File: src/rtl/pwm_pkg.sv
package pwm_pkg;

    localparam int NEV   = 6;
    localparam int ACT_W = 2 * NEV;
    localparam int SEL_W = 2 * NEV;

    localparam logic [2:0] ADR_TOP  = 3'd0;
    localparam logic [2:0] ADR_PHS  = 3'd1;
    localparam logic [2:0] ADR_CMPA = 3'd2;
    localparam logic [2:0] ADR_CMPB = 3'd3;
    localparam logic [2:0] ADR_CTL  = 3'd4;
    localparam logic [2:0] ADR_ACTA = 3'd5;
    localparam logic [2:0] ADR_ACTB = 3'd6;
    localparam logic [2:0] ADR_SEL  = 3'd7;

    typedef enum logic [1:0] {
        ACT_NONE = 2'd0,
        ACT_LOW  = 2'd1,
        ACT_HIGH = 2'd2,
        ACT_INV  = 2'd3
    } act_e;

    // bit k of the packed struct is event k
    typedef struct packed {
        logic cb_dn;
        logic cb_up;
        logic ca_dn;
        logic ca_up;
        logic top;
        logic bot;
    } ev_t;

    function automatic act_e field(input logic [ACT_W-1:0] acts, input int k);
        return act_e'(acts[2*k +: 2]);
    endfunction

    // lowest rank first, so a higher-ranked active event overwrites it
    function automatic act_e pick_act(input ev_t ev, input logic [ACT_W-1:0] acts);
        act_e r;
        r = ACT_NONE;
        if (ev.ca_up && field(acts, 2) != ACT_NONE) r = field(acts, 2);
        if (ev.ca_dn && field(acts, 3) != ACT_NONE) r = field(acts, 3);
        if (ev.cb_up && field(acts, 4) != ACT_NONE) r = field(acts, 4);
        if (ev.cb_dn && field(acts, 5) != ACT_NONE) r = field(acts, 5);
        if (ev.bot   && field(acts, 0) != ACT_NONE) r = field(acts, 0);
        if (ev.top   && field(acts, 1) != ACT_NONE) r = field(acts, 1);
        return r;
    endfunction

    function automatic logic apply_act(input act_e a, input logic cur);
        case (a)
            ACT_LOW:  return 1'b0;
            ACT_HIGH: return 1'b1;
            ACT_INV:  return ~cur;
            default:  return cur;
        endcase
    endfunction

endpackage

File: src/rtl/pwm_timebase.sv
module pwm_timebase #(
    parameter int CW = 16
) (
    input  logic          clk,
    input  logic          rst,
    input  logic [CW-1:0] top,
    input  logic [CW-1:0] phase,
    input  logic          centre,
    input  logic          ph_en,
    input  logic          sync_in,
    output logic [CW-1:0] cnt,
    output logic          cnt_up
);

    localparam logic [CW-1:0] ZERO = '0;
    localparam logic [CW-1:0] ONE  = CW'(1);

    logic load;
    logic at_top;

    assign load   = sync_in & ph_en;
    assign at_top = (cnt >= top);

    always_ff @(posedge clk) begin
        if (rst) begin
            cnt    <= ZERO;
            cnt_up <= 1'b1;
        end else if (load) begin
            cnt    <= phase;
            cnt_up <= 1'b1;
        end else if (!centre) begin
            cnt_up <= 1'b1;
            cnt    <= at_top ? ZERO : cnt + ONE;
        end else if (cnt_up) begin
            if (at_top) begin
                if (top == ZERO) begin
                    cnt <= ZERO;
                end else begin
                    cnt    <= top - ONE;
                    cnt_up <= 1'b0;
                end
            end else begin
                cnt <= cnt + ONE;
            end
        end else begin
            if (cnt == ZERO) begin
                cnt    <= (top == ZERO) ? ZERO : ONE;
                cnt_up <= 1'b1;
            end else begin
                cnt <= cnt - ONE;
            end
        end
    end

    // edge-aligned mode wraps to zero after the top value
    a_r2_wrap_to_zero: assert property (@(posedge clk) disable iff (rst)
        (!centre && at_top && !load) |=> (cnt == ZERO));

    // centre-aligned mode turns downward at the top value
    a_r3_turn_down: assert property (@(posedge clk) disable iff (rst)
        (centre && cnt_up && at_top && top != ZERO && !load)
        |=> (!cnt_up && cnt == $past(top) - ONE));

    // a qualified sync loads the phase and counts upward
    a_r4_phase_load: assert property (@(posedge clk) disable iff (rst)
        load |=> (cnt == $past(phase) && cnt_up));

endmodule

File: src/rtl/pwm_evdecode.sv
module pwm_evdecode
    import pwm_pkg::*;
#(
    parameter int CW = 16
) (
    input  logic [CW-1:0] cnt,
    input  logic          cnt_up,
    input  logic [CW-1:0] top,
    input  logic [CW-1:0] cmpa,
    input  logic [CW-1:0] cmpb,
    output ev_t           ev
);

    logic hit_a;
    logic hit_b;

    assign hit_a = (cnt == cmpa);
    assign hit_b = (cnt == cmpb);

    always_comb begin
        ev.bot   = (cnt == '0);
        ev.top   = (cnt == top);
        ev.ca_up = hit_a &  cnt_up;
        ev.ca_dn = hit_a & ~cnt_up;
        ev.cb_up = hit_b &  cnt_up;
        ev.cb_dn = hit_b & ~cnt_up;
    end

endmodule

File: src/rtl/pwm_qualifier.sv
module pwm_qualifier
    import pwm_pkg::*;
(
    input  logic             clk,
    input  logic             rst,
    input  ev_t              ev,
    input  logic [ACT_W-1:0] acts,
    input  logic             frc_stb,
    input  logic [1:0]       frc_act,
    output logic             out
);

    act_e ev_act;
    act_e frc;
    act_e sel_act;

    assign ev_act  = pick_act(ev, acts);
    assign frc     = act_e'(frc_act);
    assign sel_act = (frc_stb && frc != ACT_NONE) ? frc : ev_act;

    always_ff @(posedge clk) begin
        if (rst) out <= 1'b0;
        else     out <= apply_act(sel_act, out);
    end

    // software force outranks every event
    a_r7_force_high: assert property (@(posedge clk) disable iff (rst)
        (frc_stb && frc == ACT_HIGH) |=> out);
    a_r7_force_low: assert property (@(posedge clk) disable iff (rst)
        (frc_stb && frc == ACT_LOW) |=> !out);
    a_r7_force_inv: assert property (@(posedge clk) disable iff (rst)
        (frc_stb && frc == ACT_INV) |=> (out != $past(out)));

    // with no event and no force the output holds
    a_r6_hold_idle: assert property (@(posedge clk) disable iff (rst)
        (!frc_stb && ev == '0) |=> $stable(out));

endmodule

File: src/rtl/pwm_chan.sv
module pwm_chan
    import pwm_pkg::*;
#(
    parameter int CW = 16
) (
    input  logic          clk,
    input  logic          rst,
    input  logic          wr_en,
    input  logic [2:0]    wr_addr,
    input  logic [CW-1:0] wr_data,
    input  logic          frc_stb,
    input  logic [1:0]    frc_a,
    input  logic [1:0]    frc_b,
    input  logic          sync_in,
    output logic          sync_out,
    output logic [CW-1:0] cnt_o,
    output logic          pwm_a,
    output logic          pwm_b,
    output logic          irq,
    output logic          soc
);

    localparam int NOUT = 2;

    logic [CW-1:0]    top_r, phs_r;
    logic [CW-1:0]    cmpa_sh, cmpb_sh, cmpa_act, cmpb_act;
    logic [1:0]       ctl_r;
    logic [ACT_W-1:0] act_r [NOUT];
    logic [SEL_W-1:0] sel_r;

    logic [CW-1:0] cnt;
    logic          cnt_up;
    ev_t           ev;
    logic [1:0]    frc_v [NOUT];
    logic          out_v [NOUT];

    // register write port
    always_ff @(posedge clk) begin
        if (rst) begin
            top_r   <= '0;
            phs_r   <= '0;
            cmpa_sh <= '0;
            cmpb_sh <= '0;
            ctl_r   <= '0;
            sel_r   <= '0;
            for (int i = 0; i < NOUT; i++) act_r[i] <= '0;
        end else if (wr_en) begin
            case (wr_addr)
                ADR_TOP:  top_r    <= wr_data;
                ADR_PHS:  phs_r    <= wr_data;
                ADR_CMPA: cmpa_sh  <= wr_data;
                ADR_CMPB: cmpb_sh  <= wr_data;
                ADR_CTL:  ctl_r    <= wr_data[1:0];
                ADR_ACTA: act_r[0] <= wr_data[ACT_W-1:0];
                ADR_ACTB: act_r[1] <= wr_data[ACT_W-1:0];
                default:  sel_r    <= wr_data[SEL_W-1:0];
            endcase
        end
    end

    // active compares follow the shadows only at counter zero
    always_ff @(posedge clk) begin
        if (rst) begin
            cmpa_act <= '0;
            cmpb_act <= '0;
        end else if (cnt == '0) begin
            cmpa_act <= cmpa_sh;
            cmpb_act <= cmpb_sh;
        end
    end

    pwm_timebase #(.CW(CW)) u_tb (
        .clk     (clk),
        .rst     (rst),
        .top     (top_r),
        .phase   (phs_r),
        .centre  (ctl_r[0]),
        .ph_en   (ctl_r[1]),
        .sync_in (sync_in),
        .cnt     (cnt),
        .cnt_up  (cnt_up)
    );

    pwm_evdecode #(.CW(CW)) u_ev (
        .cnt    (cnt),
        .cnt_up (cnt_up),
        .top    (top_r),
        .cmpa   (cmpa_act),
        .cmpb   (cmpb_act),
        .ev     (ev)
    );

    assign frc_v[0] = frc_a;
    assign frc_v[1] = frc_b;

    for (genvar g = 0; g < NOUT; g++) begin : g_out
        pwm_qualifier u_aq (
            .clk     (clk),
            .rst     (rst),
            .ev      (ev),
            .acts    (act_r[g]),
            .frc_stb (frc_stb),
            .frc_act (frc_v[g]),
            .out     (out_v[g])
        );
    end

    always_ff @(posedge clk) begin
        if (rst) begin
            irq <= 1'b0;
            soc <= 1'b0;
        end else begin
            irq <= |(ev & sel_r[NEV-1:0]);
            soc <= |(ev & sel_r[SEL_W-1:NEV]);
        end
    end

    assign sync_out = ev.bot;
    assign cnt_o    = cnt;
    assign pwm_a    = out_v[0];
    assign pwm_b    = out_v[1];

    // active compares never move away from counter zero
    a_r9_shadow_hold: assert property (@(posedge clk) disable iff (rst)
        (cnt != '0) |=> ($stable(cmpa_act) && $stable(cmpb_act)));

    // strobes are single-cycle for isolated events
    a_r10_irq_quiet: assert property (@(posedge clk) disable iff (rst)
        (ev == '0) |=> (!irq && !soc));

endmodule

File: config.mk
export PLATFORM = sky130hd
export DESIGN_NAME = pwm_chan
export DESIGN_NICKNAME = d
export VERILOG_FILES = /design/src/rtl/pwm_pkg.sv /design/src/rtl/pwm_timebase.sv /design/src/rtl/pwm_evdecode.sv /design/src/rtl/pwm_qualifier.sv /design/src/rtl/pwm_chan.sv
export SDC_FILE = /design/constraint.sdc
export NUM_CORES = 1
export LEC_CHECK = 0
export ABC_AREA = 1
export BUFFER_PORTS_ARGS = -buffer_cell sky130_fd_sc_hd__buf_2
export CORE_ASPECT_RATIO = 0.7
export CORE_UTILIZATION = 26
export DETAILED_ROUTE_END_ITERATION = 8
export HOLD_SLACK_MARGIN = 0.12
export SLEW_MARGIN = 20
export SYNTH_ARGS = -nofsm -noshare
export SYNTH_HDL_FRONTEND = slang
export SYNTH_SLANG_ARGS = --single-unit
File: constraint.sdc
create_clock -name clk -period 3.9 [get_ports clk]
set_clock_uncertainty 0.05 [all_clocks]
set_input_delay 0.195 -clock clk [delete_from_list [all_inputs] [get_ports clk]]
set_output_delay 0.195 -clock clk [all_outputs]
set_load 0.01 [all_outputs]
# Yosys cells after proc, flatten, opt, wreduce, memory -nomap -nowiden
# Memory sizes are Yosys's and may differ from the RTL's.
# Cells that the tools add are included.
# W data, S select, Z words.
[word_totals]
regBits = 131
mem_bits_rw = 24
wordCells = 131
mem_count = 1
[op_classes]
addsub = 3
magnitude_cmp = 1
eq_ne = 15
n_mux = 40
n_bitwise = 14
reduce_logical = 43
[memory_table]
columns = ["memory", "words", "width", "rd", "rd_ports_with_merged_regs", "wr", "line_no", "text"]
rows = [
  ["act_r", 2, 12, 2, 0, 2, "pwm_chan.sv:28", "logic [ACT_W-1:0] act_r [NOUT];"],
]
[op_table]
columns = ["operator", "count"]
rows = [
  ["$mux W16", 7],
  ["$eq A16 B16 Y1", 3],
  ["$logic_not A16 Y1", 2],
  ["$sub A16 B1 Y16 const B", 2],
  ["$mux W2", 14],
  ["$reduce_bool A2 Y1", 14],
  ["$mux W12", 2],
  ["$add A16 B1 Y16 const B", 1],
  ["$ge A16 B16 Y1", 1],
  ["$mux W1", 15],
  ["$logic_and A1 B1 Y1", 14],
  ["$and A6 B6 Y6", 2],
  ["$reduce_and A2 Y1", 6],
  ["$reduce_or A6 Y1", 2],
  ["$eq A3 B3 Y1 const B", 3],
  ["$eq A2 B2 Y1 const B", 4],
  ["$reduce_or A7 Y1", 1],
  ["$eq A3 B2 Y1 const B", 2],
  ["$pmux W1 S3", 2],
  ["$reduce_bool A3 Y1", 2],
  ["$and A1 B1 Y1", 5],
  ["$not A1 Y1", 5],
  ["$eq A2 B1 Y1 const B", 2],
  ["$eq A3 B1 Y1 const B", 1],
  ["other kinds (3)", 4],
]

# Logic depth before layout (Yosys ltp)
# Gate-level depths: netlist (run 1).
[logic_depth]
word_depth = 12
depth_mapped = 18

# Hierarchy
# From an unflattened synthesis (run 1), not the netlist that was laid out.
[unflattened]
hier_cells = 1346
hier_area_um2 = 8896.0
[modules_own_cells]
columns = ["mod", "instances", "cells_each", "area_per_inst_um2", "seq_area_each_um2"]
rows = [
  ["pwm_chan", 1, 576, 4997.3, 2962.8],
  ["pwm_timebase", 1, 470, 2571.2, 340.3],
  ["pwm_evdecode", 1, 220, 914.6, 0.0],
  ["pwm_qualifier", 2, 40, 206.4, 20.0],
]

# Least setup slack after synthesis (run 1)
# No wires, ideal clock.
[synth_path]
path_type = "register to register"
start = "register u_tb.cnt[10]"
end = "register u_tb.cnt[3]"
setup_time_ps = 70
arrival_ps = 1958
required_ps = 3780
path_slack_ps = 1823
path_stages_with_launch = 13
n_path_buf = 1
cell_sequence = "dfxtp_1 -> ha_1 -> nand2_1 -> inv_1 -> nand4_1 -> nor2_4 -> nor3_1 -> nand2_1 -> buf_2 -> inv_1 -> nand3_1 -> a21o_1 -> a21oi_1"
[synth_via]
elab_chain_len = 5
elab_cells_between_ends = 8
[synth_rtl]
columns = ["item", "line_no", "text"]
rows = [
  ["from (decl)", "pwm_timebase.sv:11", "output logic [CW-1:0] cnt,"],
  ["from (signal assigned)", "pwm_timebase.sv:29", "cnt <= phase;"],
  ["from (signal assigned)", "pwm_timebase.sv:33", "cnt <= at_top ? ZERO : cnt + ONE;"],
  ["from (signal assigned)", "pwm_timebase.sv:39", "cnt <= top - ONE;"],
  ["$ge A16 B16 Y1 / $logic_not A16 Y1 (equally long branches)", "pwm_timebase.sv:22, pwm_timebase.sv:46", ""],
  ["$mux W16 (on tied branches)", "pwm_timebase.sv:35, pwm_timebase.sv:46", ""],
  ["$mux W16", "pwm_timebase.sv:34", "end else if (cnt_up) begin"],
  ["$mux W16 *", "pwm_timebase.sv:31", "end else if (!centre) begin"],
  ["$mux W16 *", "pwm_timebase.sv:28", "end else if (load) begin"],
]
# Every way passes the cells marked *; elsewhere a longest branch is shown, timed or not.
# A chain may end at the register's enable or synchronous reset.

# Worst setup path in the final report (run 1)
[layout_path]
start = "register u_tb.cnt[0]"
end = "register g_out[1].u_aq.out"
[layout_via]
elab_chain_len = 12
elab_cells_between_ends = 26
[layout_rtl]
columns = ["item", "line_no", "text"]
rows = [
  ["$eq A16 B16 Y1", "pwm_evdecode.sv:17", "assign hit_a = (cnt == cmpa);"],
  ["$and A1 B1 Y1", "pwm_evdecode.sv:23", "ev.ca_up = hit_a & cnt_up;"],
  ["$logic_and A1 B1 Y1", "pwm_pkg.sv:41", "if (ev.ca_up && field(acts, 2) != ACT_NONE) r = field(acts, 2);"],
  ["$mux W2", "pwm_pkg.sv:41", ""],
  ["$mux W2", "pwm_pkg.sv:42", "if (ev.ca_dn && field(acts, 3) != ACT_NONE) r = field(acts, 3);"],
  ["$mux W2", "pwm_pkg.sv:43", "if (ev.cb_up && field(acts, 4) != ACT_NONE) r = field(acts, 4);"],
  ["$mux W2", "pwm_pkg.sv:44", "if (ev.cb_dn && field(acts, 5) != ACT_NONE) r = field(acts, 5);"],
  ["$mux W2", "pwm_pkg.sv:45", "if (ev.bot && field(acts, 0) != ACT_NONE) r = field(acts, 0);"],
  ["$mux W2 *", "pwm_pkg.sv:46", "if (ev.top && field(acts, 1) != ACT_NONE) r = field(acts, 1);"],
  ["$mux W2 *", "pwm_qualifier.sv:19", "assign sel_act = (frc_stb && frc != ACT_NONE) ? frc : ev_act;"],
  ["$eq A2 B2 Y1 / $eq A2 B1 Y1 (equally long branches)", "pwm_pkg.sv:51", "case (a)"],
  ["$pmux W1 S3 / $reduce_bool A3 Y1 (equally long branches)", "--", ""],
  ["to (signal assigned)", "pwm_qualifier.sv:23", "else out <= apply_act(sel_act, out);"],
  ["to (decl)", "pwm_qualifier.sv:10", "output logic out"],
]
# Marks and branches as above.

==> results.md, run 1 <==
- Sequential-to-total area share from yosys stat: 0.426
- All-layer global routing usage: 0.165
- Cell Chain, Critical Path: inv_2 > ha_1 > nand3_4 > nor2_4 > nand4_4 > nor2_4 > buf_4 > nand2_1 > o21ai_0 > inv_1 > nand2_1 > nand2_1 > nand2_1 > nand2_1 > nand2_1 > nor2_1 > dlygate4sd3_1
- Worst r2r path cells: 17
- Ant diodes: 0
- Number of resized instances in the post-cts repair step: 0
- Synthesized instance count: 1062
- Crit-path slowest cell: sky130_fd_sc_hd__dlygate4sd3_1
- Slew Limit Fails: 0
- Initial cell density of the core: 0.268
- Origin of the critical flop-to-flop path: u_tb.cnt[0]$_SDFF_PP0_
- Fill cell count: 3143
- Placeable core region: 29300 um2
- Reg-to-reg setup timing slack: 580 ps
- Yosys warning count: 0
- Class of the worst hold path: input pin to flip-flop
- Pre-Repair DR Iteration Count: 5
- Vias in the first global route: 6712
- Critical register-to-register path endpoint: g_out[1].u_aq.out$_SDFFE_PP0P_
- Number of distinct standard cells referenced by the synthesized netlist: 45
- Arrival time of the worst setup path: 3600 ps
- Post-Synthesis Cell Area: 7840 um2
- Detailed placement HPWL: 18.0 mm
- Most numerous cell in the Yosys netlist: sky130_fd_sc_hd__nand2_1
- FP Rows: 52
- Via density per instance: 4.93
- LEAKAGE: 0.00391 uW
- Largest net degree at the start of global routing: 50
- Final core occ: 0.315
- WS Path Type: flip-flop to flip-flop
- Routed vias: 7400
- Peak supply drop: 0.358 mV
- Maximum fanout count along the critical path: 30
- Most area-consuming cells after synthesis: sky130_fd_sc_hd__dfxtp_1 (33%), sky130_fd_sc_hd__edfxtp_1 (9.2%), sky130_fd_sc_hd__o21ai_0 (9.0%)
- Clock tree from TritonCTS: yes
- Normalized max-slew margin: 0.463
- Max Clock Freq: 0.301 GHz
- Register bit total from synthesis: 155
- Clock Tree Buf Depth: 2
- Cell type contributing the most total cell area after synthesis: sky130_fd_sc_hd__dfxtp_1
- Nets: 1157
- Total of endpoints with negative setup slack in the final report: 0
- Area of the die: 30900 um2
- Number of clock buffers inserted by TritonCTS: 17
- Post-route fraction of the period consumed by the critical path: 0.852
- PD cells: 621 nW/um2
- Area share of the largest cell type after synthesis: 0.334
- Post-synth net total: 1109
- Category of cells accounting for the largest share of critical-path delay: buffers and inverters
- Hold Fails Final Rpt: 0
- Number of top-level design ports: 49
- Kind of end point of the critical path: flip-flop
- Most frequent cell on the critical path: sky130_fd_sc_hd__nand2_1
- Layout cell share with drive strength beyond 1: 0.130
- Share of flip-flops with an asynchronous set or reset after synthesis: 0
- Predominant post-synthesis flop cell: sky130_fd_sc_hd__dfxtp_1
- Worst hold path stage count: 3
- Clock-pin transition on the worst setup and hold timing paths: 60 ps
- Die outline height: 147 um
- Critical path destination: g_out[1].u_aq.out$_SDFFE_PP0P_
- Clock insertion delay at the later pin of the skew report: 450 ps
- Register area: 3340 um2
- Accumulated negative setup slack: 0 ps
- Number of antenna violations at the first check in global routing: 0
- Grt ovf: 0
- WL final: 25.1 mm
- Launching element type of the critical path: flip-flop
- Number of clock sinks: 155
- Wire per inst: 16.7 um
- Cell depth of the worst setup path: 17
- DRC marker count from the first detailed-route iteration: 800
- Multi-input gate area: 3900 um2
- Unrepaired setup endpoints after global routing: no
- Cell chosen for the clock root: sky130_fd_sc_hd__clkbuf_16
- EDFF count, synth: 24
- Critical Path RT: 4180 ps
- DRC violations left: 0
- Area growth from synthesis to layout: 17.5%
- Max-cap violation count: 0
- Mean post-synth cell area: 7.39 um2
- Time the final worst path needs with I/O delays and setup: 3320 ps
- Transition at the pin with the smallest max-transition slack: 803 ps
- # port buffers: 48
- Ranking of synthesized cells by instance count: sky130_fd_sc_hd__nand2_1 (173), sky130_fd_sc_hd__o21ai_0 (141), sky130_fd_sc_hd__nor2_1 (139)
- Global placer's final weighted congestion: 0.870
- Wire length of the first global-routing pass: 38.8 mm
- Status: finished, final reports clean
- Largest stage delay, worst path: 540 ps
- Critical Path Start: u_tb.cnt[0]$_SDFF_PP0_
- Antenna violation net count after detailed routing: 0
- Die width: 210 um
- Crit path buf inv count: 4
- Maximum level of the CTS H-tree: 4
## kinds of logic (layout without fill, tap and decap cells)
| group | after synthesis | in the layout | synth area share |
|---|---|---|---|
| AO/OA/AOI/OAI | 311 | 311 | 0.211 |
| buffers and inverters | 157 | 218 | 0.0783 |
| adder cells (fa/ha/maj) | 19 | 19 | 0.0303 |
| XOR/XNOR | 27 | 27 | 0.0301 |
| AND/OR/NAND/NOR | 393 | 393 | 0.224 |
| flip-flops | 155 | 155 | 0.426 |
## sequential cells by signal, indices dropped and copies added (netlist names)
name	count
sel_r	12
phs_r	16
irq	1
cmpb_sh	16
ctl_r	2
cmpb_act	16
u_tb.cnt	16
soc	1
cmpa_act	16
g_out.u_aq.out	2
cmpa_sh	16
u_tb.cnt_up	1
top_r	16
act_r	24
## through the flow
| step | worst slack, ps | power, uW | instance area [um2] | instances | hold WS [ps] |
|---|---|---|---|---|---|
| final | 577 | 5720 | 9220 | 1501 | 107 |
| after global routing | 300 | 6030 | 9220 | 1501 | 139 |
| after floorplan | 1820 | 3380 | 7840 | 1062 | 280 |
| after CTS | 587 | 5720 | 9220 | 1501 | 121 |
| after global placement | 915 | 3960 | 8460 | 1454 | 386 |
| after detailed placement | 842 | 3970 | 8470 | 1454 | 401 |
## metal layers
layer  share of wire  global-route usage
met1            0.51               0.250
met2            0.40               0.227
met3           0.073              0.0391
met4           0.017              0.0500
met5               0                   0
## layout by cell type (no fill, tap or decap), types with 5 or more instances in the layout
cell type	count
sky130_fd_sc_hd__nor2_1	136
sky130_fd_sc_hd__clkbuf_16	17
sky130_fd_sc_hd__ha_1	19
sky130_fd_sc_hd__inv_2	18
sky130_fd_sc_hd__buf_4	14
sky130_fd_sc_hd__a21oi_1	120
sky130_fd_sc_hd__edfxtp_1	24
sky130_fd_sc_hd__buf_2	48
sky130_fd_sc_hd__xnor2_1	5
sky130_fd_sc_hd__dfxtp_1	131
sky130_fd_sc_hd__dlygate4sd3_1	15
sky130_fd_sc_hd__o21ai_0	141
sky130_fd_sc_hd__nand3_1	21
sky130_fd_sc_hd__nor2_4	8
sky130_fd_sc_hd__inv_1	90
sky130_fd_sc_hd__xor2_1	22
sky130_fd_sc_hd__nand2_1	173
sky130_fd_sc_hd__a211oi_1	18
sky130_fd_sc_hd__nor2_2	10
sky130_fd_sc_hd__o21ai_1	11
sky130_fd_sc_hd__nor3_1	5
sky130_fd_sc_hd__nand4_1	17
sky130_fd_sc_hd__a31oi_1	6
## power by group
| group | switching, uW | internal, uW | total (uW) | leakage, uW |
|---|---|---|---|---|
| Combinational | 1370 | 613 | 1990 | 0.00232 |
| Clock | 717 | 1010 | 1720 | 0.000291 |
| Sequential | 169 | 1840 | 2010 | 0.00130 |
| Total | 2260 | 3460 | 5720 | 0.00391 |
## repair_timing
item	CTS	global route
hold endpoints to repair	51	0
buffers inserted	0	0
hold buffers	15	0
endpoints found under the setup margin	0	0
## worst min path at each step
stage	startpoint	endpoint	slack, ps
floorplan	wr_data[12]	cmpa_sh[12]$_SDFFE_PP0P_	280
global placement	cmpb_sh[15]$_SDFFE_PP0P_	cmpb_act[15]$_SDFFE_PP0P_	390
detailed placement	cmpb_sh[15]$_SDFFE_PP0P_	cmpb_sh[15]$_SDFFE_PP0P_	400
CTS	wr_data[2]	top_r[2]$_SDFFE_PP0P_	120
global route	wr_data[7]	top_r[7]$_SDFFE_PP0P_	140
finish	wr_data[2]	cmpa_sh[2]$_SDFFE_PP0P_	110
## area by class of cell
type | instances | area share
Inverter | 109 | 0.0444
Multi-Input combinational cell | 750 | 0.423
Timing Repair Buffer | 77 | 0.0538
Clock inverter | 15 | 0.0186
Tap cell | 378 | 0.0513
Sequential cell | 155 | 0.363
Clock buffer | 17 | 0.0462
## worst register-to-register path, delay by kind of cell, from the launching register on
family | cells | cell delay (ps)
AOI/OAI and AO/OA | 1 | 170
adders and majority gates | 1 | 250
buffers and inverters | 4 | 1180
DFF | 1 | 470
and+or+nand+nor | 11 | 1070
Power figures use the tool's default switching activity.
==> run 2: changes to the inputs <==
Settings changed: CORE_MARGIN set to 2, SLEW_MARGIN 20 to unset.
==> results.md, run 2 (synthesis gave the netlist of run 1 again) <==
- Status: finished, final reports clean (unchanged)
- Placeable core region: 29800 um2 (was 29300 um2)
- Area of the die: 31600 um2 (was 30900 um2)
- LEAKAGE: 0.00391 uW (about the same)
- Kind of end point of the critical path: flip-flop (unchanged)
- WL final: 25.0 mm (was 25.1 mm)
- Post-route fraction of the period consumed by the critical path: 0.829 (was 0.852)
- Detailed placement HPWL: 17.9 mm (was 18.0 mm)
- All-layer global routing usage: 0.163 (was 0.165)
- Largest stage delay, worst path: 540 ps (about the same)
- Max reg flops: 24 (unchanged)
- Cell Chain, Critical Path: inv_1 > ha_1 > nand3_4 > nor2_4 > nand4_4 > nor2_4 > buf_4 > nand2_1 > o21ai_1 > nor2_1 > nand2_1 > nand2_1 > nand2_1 > nand2_1 > nand2_1 > nand2_1 > nor2_1 > dlygate4sd3_1 (was inv_2 > ha_1 > nand3_4 > nor2_4 > nand4_4 > nor2_4 > buf_4 > nand2_1 > o21ai_0 > inv_1 > nand2_1 > nand2_1 > nand2_1 > nand2_1 > nand2_1 > nor2_1 > dlygate4sd3_1)
- Commonest non-fill, non-tap cell in the layout: sky130_fd_sc_hd__nand2_1 (unchanged)
- # port buffers: 48 (unchanged)
- Worst r2r path cells: 18 (was 17)
- Die width: 212 um (was 210 um)
- Time the final worst path needs with I/O delays and setup: 3230 ps (was 3320 ps)
- Routed vias: 7290 (was 7400)
- Accumulated negative setup slack: 0 ps (unchanged)
- Switching Power: 2250 uW (was 2260 uW)
- Slew Limit Fails: 0 (unchanged)
- Clock Tree Buf Depth: 2 (unchanged)
- Pre-Repair DR Iteration Count: 5 (unchanged)
- Maximum fanout count along the critical path: 30 (unchanged)
- Total of endpoints with negative setup slack in the final report: 0 (unchanged)
- Worst hold path stage count: 3 (unchanged)
- Clock Power Share: 0.310 (was 0.301)
- Clock tree from TritonCTS: yes (unchanged)
- Class of the worst hold path: input pin to flip-flop (unchanged)
- WS Path Type: flip-flop to flip-flop (unchanged)
- Most flops, register: act_r (unchanged)
- Global placer's final weighted congestion: 0.931 (was 0.870)
- Most frequent cell on the critical path: sky130_fd_sc_hd__nand2_1 (unchanged)
- Hold Fails Final Rpt: 0 (unchanged)
- Wire per inst: 16.6 um (was 16.7 um)
- Nets: 1152 (was 1157)
- Initial cell density of the core: 0.263 (was 0.268)
- Max-cap violation count: 0 (unchanged)
- Most frequent cells in the layout: sky130_fd_sc_hd__nand2_1 (173), sky130_fd_sc_hd__o21ai_0 (141), sky130_fd_sc_hd__nor2_1 (136), sky130_fd_sc_hd__dfxtp_1 (131), sky130_fd_sc_hd__a21oi_1 (120) (unchanged)
- Part of the total power dissipated in sequential elements: 0.347 (was 0.352)
- Combinational Power Share: 0.344 (was 0.347)
- Via density per instance: 4.85 (was 4.93)
- Critical Path RT: 4220 ps (was 4180 ps)
- Hold Buf Count CTS: 10 (was 15)
- Die outline height: 149 um (was 147 um)
- Internal Dissipation: 3550 uW (was 3460 uW)
- PD cells: 629 nW/um2 (was 621 nW/um2)
- Maximum level of the CTS H-tree: 4 (unchanged)
- Clock insertion delay at the later pin of the skew report: 430 ps (was 450 ps)
- Vias in the first global route: 6724 (was 6712)
- Arrival time of the worst setup path: 3560 ps (was 3600 ps)
- Final Cell Area: 9210 um2 (was 9220 um2)
- Cell chosen for the clock root: sky130_fd_sc_hd__clkbuf_16 (unchanged)
- Antenna violation net count after detailed routing: 0 (unchanged)
- Peak supply drop: 0.306 mV (was 0.358 mV)
- Layout cell share with drive strength beyond 1: 0.133 (was 0.130)
- Largest net degree at the start of global routing: 63 (was 50)
- Number of clock buffers inserted by TritonCTS: 17 (unchanged)
- DRC marker count from the first detailed-route iteration: 703 (was 800)
- Area growth from synthesis to layout: 17.5% (about the same)
- Max Clock Freq: 0.309 GHz (was 0.301 GHz)
- Number of antenna violations at the first check in global routing: 1 (was 0)
- Clock-pin transition on the worst setup and hold timing paths: 60 ps (about the same)
- FP Rows: 53 (was 52)
- DRC violations left: 0 (unchanged)
- Dpl cell area: 8470 um2 (about the same)
- Number of resized instances in the post-cts repair step: 0 (unchanged)
- Normalized max-slew margin: 0.182 (was 0.463)
- Grt ovf: 0 (unchanged)
- Crit-path slowest cell: sky130_fd_sc_hd__dlygate4sd3_1 (unchanged)
- Wire length of the first global-routing pass: 38.9 mm (was 38.8 mm)
- Ant diodes: 0 (unchanged)
- Launching element type of the critical path: flip-flop (unchanged)
- Number of top-level design ports: 49 (unchanged)
- Transition at the pin with the smallest max-transition slack: 1220 ps (was 803 ps)
- Setup fix buffers added after clock tree synthesis: 0 (unchanged)
- Switching part of the total power: 0.388 (was 0.395)
- Number of clock sinks: 155 (unchanged)
- Unrepaired setup endpoints after global routing: no (unchanged)
## run 2: cell types whose count changed in the layout (fill, tap and decap cells not counted)
cell / previous run / this run
sky130_fd_sc_hd__clkinv_4: 3 / 2
sky130_fd_sc_hd__clkinv_1: 4 / 1
sky130_fd_sc_hd__dlygate4sd3_1: 15 / 10
sky130_fd_sc_hd__clkbuf_8: 0 / 2
sky130_fd_sc_hd__clkinv_2: 2 / 0
sky130_fd_sc_hd__nor2_4: 8 / 7
sky130_fd_sc_hd__inv_4: 0 / 1
sky130_fd_sc_hd__clkinvlp_4: 1 / 2
sky130_fd_sc_hd__clkbuf_4: 0 / 1
sky130_fd_sc_hd__nor2_2: 10 / 11
sky130_fd_sc_hd__clkbuf_16: 17 / 18
## run 2: layout make-up
cell class / count / area (um2)
multi-input combinational: 750 / 3890
clock inverter: 11 / 155
timing repair buffer: 72 / 445
inverter: 109 / 409
tap: 385 / 482
clock buffer: 21 / 485
fill: 3207 / 20600
sequential: 155 / 3340
## run 2: metal layers
layer / GRT usage / routed length [um]
met1: 0.241 / 12500
met2: 0.231 / 10000
met3: 0.0457 / 2060
met4: 0.0415 / 375
met5: 0 / 0
## run 2: final timing paths
check,from,to,slack (ps)
hold reg to reg,cmpb_sh[15]$_SDFFE_PP0P_,cmpb_sh[15]$_SDFFE_PP0P_,410
hold / removal,wr_data[3],cmpa_sh[3]$_SDFFE_PP0P_,170
setup / recovery,u_tb.cnt[1]$_SDFF_PP0_,g_out[1].u_aq.out$_SDFFE_PP0P_,670
setup reg to reg,u_tb.cnt[1]$_SDFF_PP0_,g_out[1].u_aq.out$_SDFFE_PP0P_,670
## run 2: metrics by stage
step	total power, uW	hold WS (ps)	std cells	util	setup slack [ps]
4_1_cts	5800	161	1503	0.309	702
6_report	5800	171	1503	0.309	666
3_5_place_dp	3980	401	1461	0.284	983
5_1_grt	6140	185	1503	0.309	385
2_1_floorplan	3380	280	1062	-	1820
3_3_place_gp	3950	396	1461	0.284	1060
## run 2: power groups by stage
| stage | sequential (uW) | clock [uW] | combinational (uW) |
|---|---|---|---|
| after floorplan | 1990 | 0 | 1390 |
| after global placement | 2030 | 0 | 1920 |
| after detailed placement | 2040 | 0 | 1940 |
| after CTS | 2010 | 1820 | 1970 |
| after global routing | 2030 | 1890 | 2220 |
| final | 2010 | 1790 | 1990 |
## run 2: critical path: cells and delay by family (launching register included)
kind,cells,cell delay [ps]
AND/OR/NAND/NOR,13,1220
buffers and inverters,3,1080
flip-flops,1,430
adder cells (fa/ha/maj),1,250
AO/OA/AOI/OAI,1,110
